### src/rtl/pic_pkg.sv
package pic_pkg;
  localparam int DATA_W = 32;

  // per-bank register offsets (low byte of the address)
  localparam logic [7:0] OFF_STATUS = 8'h00;
  localparam logic [7:0] OFF_RAW    = 8'h04;
  localparam logic [7:0] OFF_EN_SET = 8'h08;
  localparam logic [7:0] OFF_EN_CLR = 8'h0C;
  localparam logic [7:0] OFF_CUR    = 8'h20;
  localparam logic [7:0] OFF_ACK    = 8'h28;
  localparam logic [7:0] OFF_THR    = 8'h2C;

  // shared registers
  localparam logic [11:0] ADR_POL    = 12'h200;
  localparam logic [11:0] ADR_LATSEL = 12'h204;
  localparam logic [3:0]  PAGE_PRIO  = 4'h3;

  typedef enum logic {BANK_NORM = 1'b0, BANK_FAST = 1'b1} bank_e;

  typedef struct packed {
    logic set_en;
    logic clr_en;
    logic wr_thr;
    logic ack;
  } bank_cmd_t;
endpackage

### src/rtl/pic_srcstage.sv
module pic_srcstage #(
  parameter int NUM_SRC = 32
) (
  input  logic               clk,
  input  logic               rst,
  input  logic [NUM_SRC-1:0] src_i,
  input  logic               pol_wr,
  input  logic               latsel_wr,
  input  logic [NUM_SRC-1:0] wdata,
  input  logic [NUM_SRC-1:0] clr_mask,
  output logic [NUM_SRC-1:0] pol_q,
  output logic [NUM_SRC-1:0] latsel_q,
  output logic [NUM_SRC-1:0] latch_q,
  output logic [NUM_SRC-1:0] pend
);
  logic [NUM_SRC-1:0] active;

  // polarity bit 1 passes the line through, 0 inverts it
  assign active = src_i ^ ~pol_q;

  always_ff @(posedge clk) begin
    if (rst) begin
      pol_q    <= '1;
      latsel_q <= '0;
      latch_q  <= '0;
    end else begin
      if (pol_wr)    pol_q    <= wdata;
      if (latsel_wr) latsel_q <= wdata;
      latch_q <= ((latch_q & ~clr_mask) | active) & latsel_q;
    end
  end

  // a latched line counts as pending from its first active cycle
  assign pend = (active & ~latsel_q) | ((latch_q | active) & latsel_q);
endmodule

### src/rtl/pic_arbiter.sv
module pic_arbiter #(
  parameter int NUM_SRC = 32,
  parameter int PRIO_W  = 4,
  localparam int SRC_W  = $clog2(NUM_SRC)
) (
  input  logic [NUM_SRC-1:0]        elig,
  input  logic [NUM_SRC*PRIO_W-1:0] prio_flat,
  output logic                      found,
  output logic [SRC_W-1:0]          idx
);
  logic [PRIO_W-1:0] best;

  // scan downward so that on equal priority the lower number wins last
  always_comb begin
    found = 1'b0;
    idx   = '0;
    best  = '1;
    for (int i = NUM_SRC - 1; i >= 0; i--) begin
      if (elig[i] && (!found || prio_flat[i*PRIO_W +: PRIO_W] <= best)) begin
        found = 1'b1;
        best  = prio_flat[i*PRIO_W +: PRIO_W];
        idx   = SRC_W'(i);
      end
    end
  end
endmodule

### src/rtl/pic_bank.sv
module pic_bank
  import pic_pkg::*;
#(
  parameter int NUM_SRC = 32,
  parameter int PRIO_W  = 4,
  localparam int SRC_W  = $clog2(NUM_SRC)
) (
  input  logic                      clk,
  input  logic                      rst,
  input  bank_cmd_t                 cmd,
  input  logic [NUM_SRC-1:0]        wmask,
  input  logic [PRIO_W-1:0]         wthr,
  input  logic [NUM_SRC-1:0]        pend,
  input  logic [NUM_SRC*PRIO_W-1:0] prio_flat,
  output logic [NUM_SRC-1:0]        en_q,
  output logic [PRIO_W-1:0]         thr_q,
  output logic [NUM_SRC-1:0]        elig,
  output logic                      found,
  output logic [SRC_W-1:0]          cur,
  output logic                      req_q
);
  logic [NUM_SRC-1:0] under_thr;

  for (genvar g = 0; g < NUM_SRC; g++) begin : g_thr
    assign under_thr[g] = prio_flat[g*PRIO_W +: PRIO_W] <= thr_q;
  end

  assign elig = pend & en_q & under_thr;

  always_ff @(posedge clk) begin
    if (rst) begin
      en_q  <= '0;
      thr_q <= '1;
      req_q <= 1'b0;
    end else begin
      if (cmd.set_en)      en_q <= en_q | wmask;
      else if (cmd.clr_en) en_q <= en_q & ~wmask;
      if (cmd.wr_thr) thr_q <= wthr;
      req_q <= |elig;
    end
  end

  pic_arbiter #(.NUM_SRC(NUM_SRC), .PRIO_W(PRIO_W)) u_arb (
    .elig      (elig),
    .prio_flat (prio_flat),
    .found     (found),
    .idx       (cur)
  );
endmodule

### src/rtl/prio_intc.sv
module prio_intc
  import pic_pkg::*;
#(
  parameter int NUM_SRC = 32,
  parameter int PRIO_W  = 4,
  parameter int ADDR_W  = 12
) (
  input  logic               clk,
  input  logic               rst,
  input  logic [NUM_SRC-1:0] src_i,
  input  logic               wr_en,
  input  logic               rd_en,
  input  logic [ADDR_W-1:0]  addr,
  input  logic [31:0]        wdata,
  output logic [31:0]        rdata,
  output logic               irq_o,
  output logic               fiq_o
);
  localparam int SRC_W  = $clog2(NUM_SRC);
  localparam int HI_W   = ADDR_W - 8;
  localparam int NBANK  = 2;

  // address decode
  logic             in_bank, bank_sel, is_pol, is_latsel, is_prio;
  logic [7:0]       off;
  logic [SRC_W-1:0] prio_idx;

  assign off       = addr[7:0];
  assign bank_sel  = addr[8];
  assign in_bank   = (addr[ADDR_W-1:9] == '0);
  assign is_pol    = (addr == ADDR_W'(ADR_POL));
  assign is_latsel = (addr == ADDR_W'(ADR_LATSEL));
  assign is_prio   = (addr[ADDR_W-1:8] == HI_W'(PAGE_PRIO)) &&
                     (addr[1:0] == 2'b00) && (int'(addr[7:2]) < NUM_SRC);
  assign prio_idx  = addr[SRC_W+1:2];

  // priority storage, one word per line
  logic [PRIO_W-1:0]         prio_q [NUM_SRC];
  logic [NUM_SRC*PRIO_W-1:0] prio_flat;

  always_ff @(posedge clk) begin
    if (rst) begin
      for (int i = 0; i < NUM_SRC; i++) prio_q[i] <= '0;
    end else if (wr_en && is_prio) begin
      prio_q[prio_idx] <= wdata[PRIO_W-1:0];
    end
  end

  for (genvar g = 0; g < NUM_SRC; g++) begin : g_pflat
    assign prio_flat[g*PRIO_W +: PRIO_W] = prio_q[g];
  end

  // line conditioning
  logic [NUM_SRC-1:0] src_pol, src_latsel, src_latch, src_pend, clr_mask;

  pic_srcstage #(.NUM_SRC(NUM_SRC)) u_src (
    .clk       (clk),
    .rst       (rst),
    .src_i     (src_i),
    .pol_wr    (wr_en && is_pol),
    .latsel_wr (wr_en && is_latsel),
    .wdata     (wdata[NUM_SRC-1:0]),
    .clr_mask  (clr_mask),
    .pol_q     (src_pol),
    .latsel_q  (src_latsel),
    .latch_q   (src_latch),
    .pend      (src_pend)
  );

  // two banks
  bank_cmd_t [NBANK-1:0]              bank_cmd;
  logic [NBANK-1:0][NUM_SRC-1:0]      bank_en, bank_elig, ack_mask;
  logic [NBANK-1:0][PRIO_W-1:0]       bank_thr;
  logic [NBANK-1:0][SRC_W-1:0]        bank_cur;
  logic [NBANK-1:0]                   bank_found, bank_req;

  for (genvar b = 0; b < NBANK; b++) begin : g_bank
    logic hit;
    assign hit = in_bank && (bank_sel == b[0]);
    assign bank_cmd[b].set_en = wr_en && hit && (off == OFF_EN_SET);
    assign bank_cmd[b].clr_en = wr_en && hit && (off == OFF_EN_CLR);
    assign bank_cmd[b].wr_thr = wr_en && hit && (off == OFF_THR);
    assign bank_cmd[b].ack    = rd_en && hit && (off == OFF_ACK);

    assign ack_mask[b] = (bank_cmd[b].ack && bank_found[b]) ?
                         (NUM_SRC'(1) << bank_cur[b]) : '0;

    pic_bank #(.NUM_SRC(NUM_SRC), .PRIO_W(PRIO_W)) u_bank (
      .clk       (clk),
      .rst       (rst),
      .cmd       (bank_cmd[b]),
      .wmask     (wdata[NUM_SRC-1:0]),
      .wthr      (wdata[PRIO_W-1:0]),
      .pend      (src_pend),
      .prio_flat (prio_flat),
      .en_q      (bank_en[b]),
      .thr_q     (bank_thr[b]),
      .elig      (bank_elig[b]),
      .found     (bank_found[b]),
      .cur       (bank_cur[b]),
      .req_q     (bank_req[b])
    );
  end

  assign clr_mask = ack_mask[0] | ack_mask[1];
  assign irq_o    = bank_req[BANK_NORM];
  assign fiq_o    = bank_req[BANK_FAST];

  // read path
  logic [31:0] rd_val;

  always_comb begin
    rd_val = '0;
    if (in_bank) begin
      unique case (off)
        OFF_STATUS:         rd_val = DATA_W'(bank_elig[bank_sel]);
        OFF_RAW:            rd_val = DATA_W'(src_pend);
        OFF_EN_SET,
        OFF_EN_CLR:         rd_val = DATA_W'(bank_en[bank_sel]);
        OFF_CUR, OFF_ACK:   rd_val = bank_found[bank_sel] ?
                                     DATA_W'(bank_cur[bank_sel]) : DATA_W'(NUM_SRC);
        OFF_THR:            rd_val = DATA_W'(bank_thr[bank_sel]);
        default:            rd_val = '0;
      endcase
    end else if (is_pol) begin
      rd_val = DATA_W'(src_pol);
    end else if (is_latsel) begin
      rd_val = DATA_W'(src_latsel);
    end else if (is_prio) begin
      rd_val = DATA_W'(prio_q[prio_idx]);
    end
  end

  always_ff @(posedge clk) begin
    if (rst)        rdata <= '0;
    else if (rd_en) rdata <= rd_val;
  end
endmodule

### config.mk
export PLATFORM = sky130hd
export DESIGN_NAME = prio_intc
export DESIGN_NICKNAME = d
export VERILOG_FILES = /design/src/rtl/pic_pkg.sv /design/src/rtl/pic_srcstage.sv /design/src/rtl/pic_arbiter.sv /design/src/rtl/pic_bank.sv /design/src/rtl/prio_intc.sv
export SDC_FILE = /design/constraint.sdc
export NUM_CORES = 2
export LEC_CHECK = 0
export CORE_ASPECT_RATIO = 1.1
export CORE_MARGIN = 10
export CORE_UTILIZATION = 64
export DETAILED_ROUTE_END_ITERATION = 6
export GPL_ROUTABILITY_DRIVEN = 0
export PLACE_DENSITY = 0.84
export SLEW_MARGIN = 40
export SYNTH_ARGS = -nofsm -noshare
export SYNTH_HDL_FRONTEND = slang
export SYNTH_HIERARCHICAL = 1
export SYNTH_SLANG_ARGS = --single-unit
### constraint.sdc
create_clock -name clk -period 80.5 [get_ports clk]
set_input_delay 12.075 -clock clk [delete_from_list [all_inputs] [get_ports clk]]
set_output_delay 12.075 -clock clk [all_outputs]
set_load 0.05 [all_outputs]
==> metrics.txt <==
CTS Sinks=330; worst path required time=80.92 ns; vias in the first global route=36.8k; max cap viols=0; Max-Slew Margin vs Limit=30.1%; final setup fails=0; final slew viol count=0; RSZ-0062 raised after global routing=false; CTS root buffer=clkbuf_16; Total Wirelength=132000 um; failing checks=DRC; DR vias=39.0k; initial antenna violation count=5; Top Usage Layer GRT=met2; I/O pin count=114; GRT met3 Usage=12.5%; starting density of the core=65.0%; largest net degree at the start of global routing=99; Clock Latency Late Sink=0.55 ns; Post-DP HPWL=97000 um; Chip Width=248 um; setup bufs post-CTS=0; Yosys Warn Count=6; Period minus WS final=68.28 ns; total gr overflow=0; cell mode on critical path=ha_1; Critical Path AT=68.70 ns; first-pass GRT wire length=202000 um; DR WL/cell=24.5 um; Reg2Reg Setup Slack=23.31 ns; Crit path largest cell delay=0.71 ns; Max Fclk=14.6 MHz; final layout net count=5158; TritonCTS Buffers=34; worst path bufs/invs=15; CTS clk-pin slew, worst paths=0.07 ns; commonest non-fill, non-tap cells in the layout=ha_1, nor2_1, nand2_1, inv_1, o21ai_0; P&R area growth vs syn=7.86%; Non-Filler Instances=5390; final worst-path cycle share=84.8%; Antenna Nets Post-Route=0; hold buffers post-CTS=0; cells after synthesis=4594; Max H-tree Level=2; leading cell type in the layout, fill and taps excluded=ha_1; Worst Max-Slew Pin Slew=1.04 ns; iteration-0 DRC count of the detailed router=5763; Hold Vio Cnt, Final=0; Final Skew=0.0192 ns; outcome=finished with violations; CTS tree=done; Site Rows=91; Chip Height=271 um; M2 GR Usage=56.8%; Cell Area, Synth=0.0367 mm^2; share of cells above drive strength 1=5.70%; element type at the critical path end=register; Resized cells post-CTS=0; setup_tns=0 ns; CP top delay family=compound AO/OA/AOI/OAI gates; die area=0.0673 mm^2; startpoint types=primary input; Lkg Pwr=17.4 nW; GR Layer Usage met1=44.9%; syn avg cell area=7.98 um^2; crit-path max FO=13; syn nets=5132; Inst Count DP=5328; Worst Hold Class=register to register; Avg Vias per Cell=7.23; fin util=70.2%; port bufs=113; deepest clock path buffer count=3; maximum VDD drop=0.0187 mV; core area=0.0564 mm^2; Final Power=0.423 mW; Total GRT Usage=37.6%; detailed-route DRC error count=2; Pre-antenna DRT Iters=7; Crit Path Class=primary input to register; Power per Cell Area=10.7 mW/mm^2; Max stage delay cell, worst path=o311ai_1; # fillers=4372; antenna cell count=0
-- final cells by class --
class / count / area, um^2 / area share (%)
clock buffer: 49 / 1030 / 2.61
clock inverter: 13 / 154 / 0.389
inverter: 304 / 1140 / 2.89
multi-input combinational: 3794 / 26900 / 68.2
sequential: 330 / 7890 / 20.0
tap: 744 / 931 / 2.35
timing repair buffer: 156 / 1440 / 3.65
-- metal layers --
layer / vias up / share of wire [%]
met5: - / 0.035
li1: 17400 / -
met4: 8 / 7.6
met1: 18000 / 35
met3: 771 / 15
met2: 2881 / 42
-- where the power goes --
group          total, mW  switching, mW  internal [mW]
sequential         0.190         0.0127          0.177
clock              0.169         0.0720         0.0969
combinational     0.0637         0.0392         0.0245
-- metrics by stage --
| step | worst slack, ns | area, um^2 | hold slack (ns) |
|---|---|---|---|
| 6_report | 12.22 | 39500 | 0.472 |
| 4_1_cts | 13.60 | 39500 | 0.469 |
| 2_1_floorplan | 21.01 | 36700 | 0.446 |
| 5_1_grt | 8.32 | 39500 | 0.488 |
| 3_5_place_dp | 13.31 | 38300 | 0.460 |
| 3_3_place_gp | 13.91 | 38300 | 0.454 |
-- tightest hold or removal path, stage by stage (launching register included) --
cell and delay, ns:
dfxtp_1 0.31, nand2b_1 0.06, a21oi_1 0.06
-- path summary, 6_finish.rpt --
check,startpoint,endpoint,cells past startpoint
max reg2reg,g_bank[1].u_bank/thr_q[2],u_src/latch_q[27],242
max,src_i[31],u_src/latch_q[27],241
min,u_src/latch_q[22],u_src/latch_q[22],2
min reg2reg,u_src/latch_q[22],u_src/latch_q[22],2
Power figures use the tool's default switching activity.
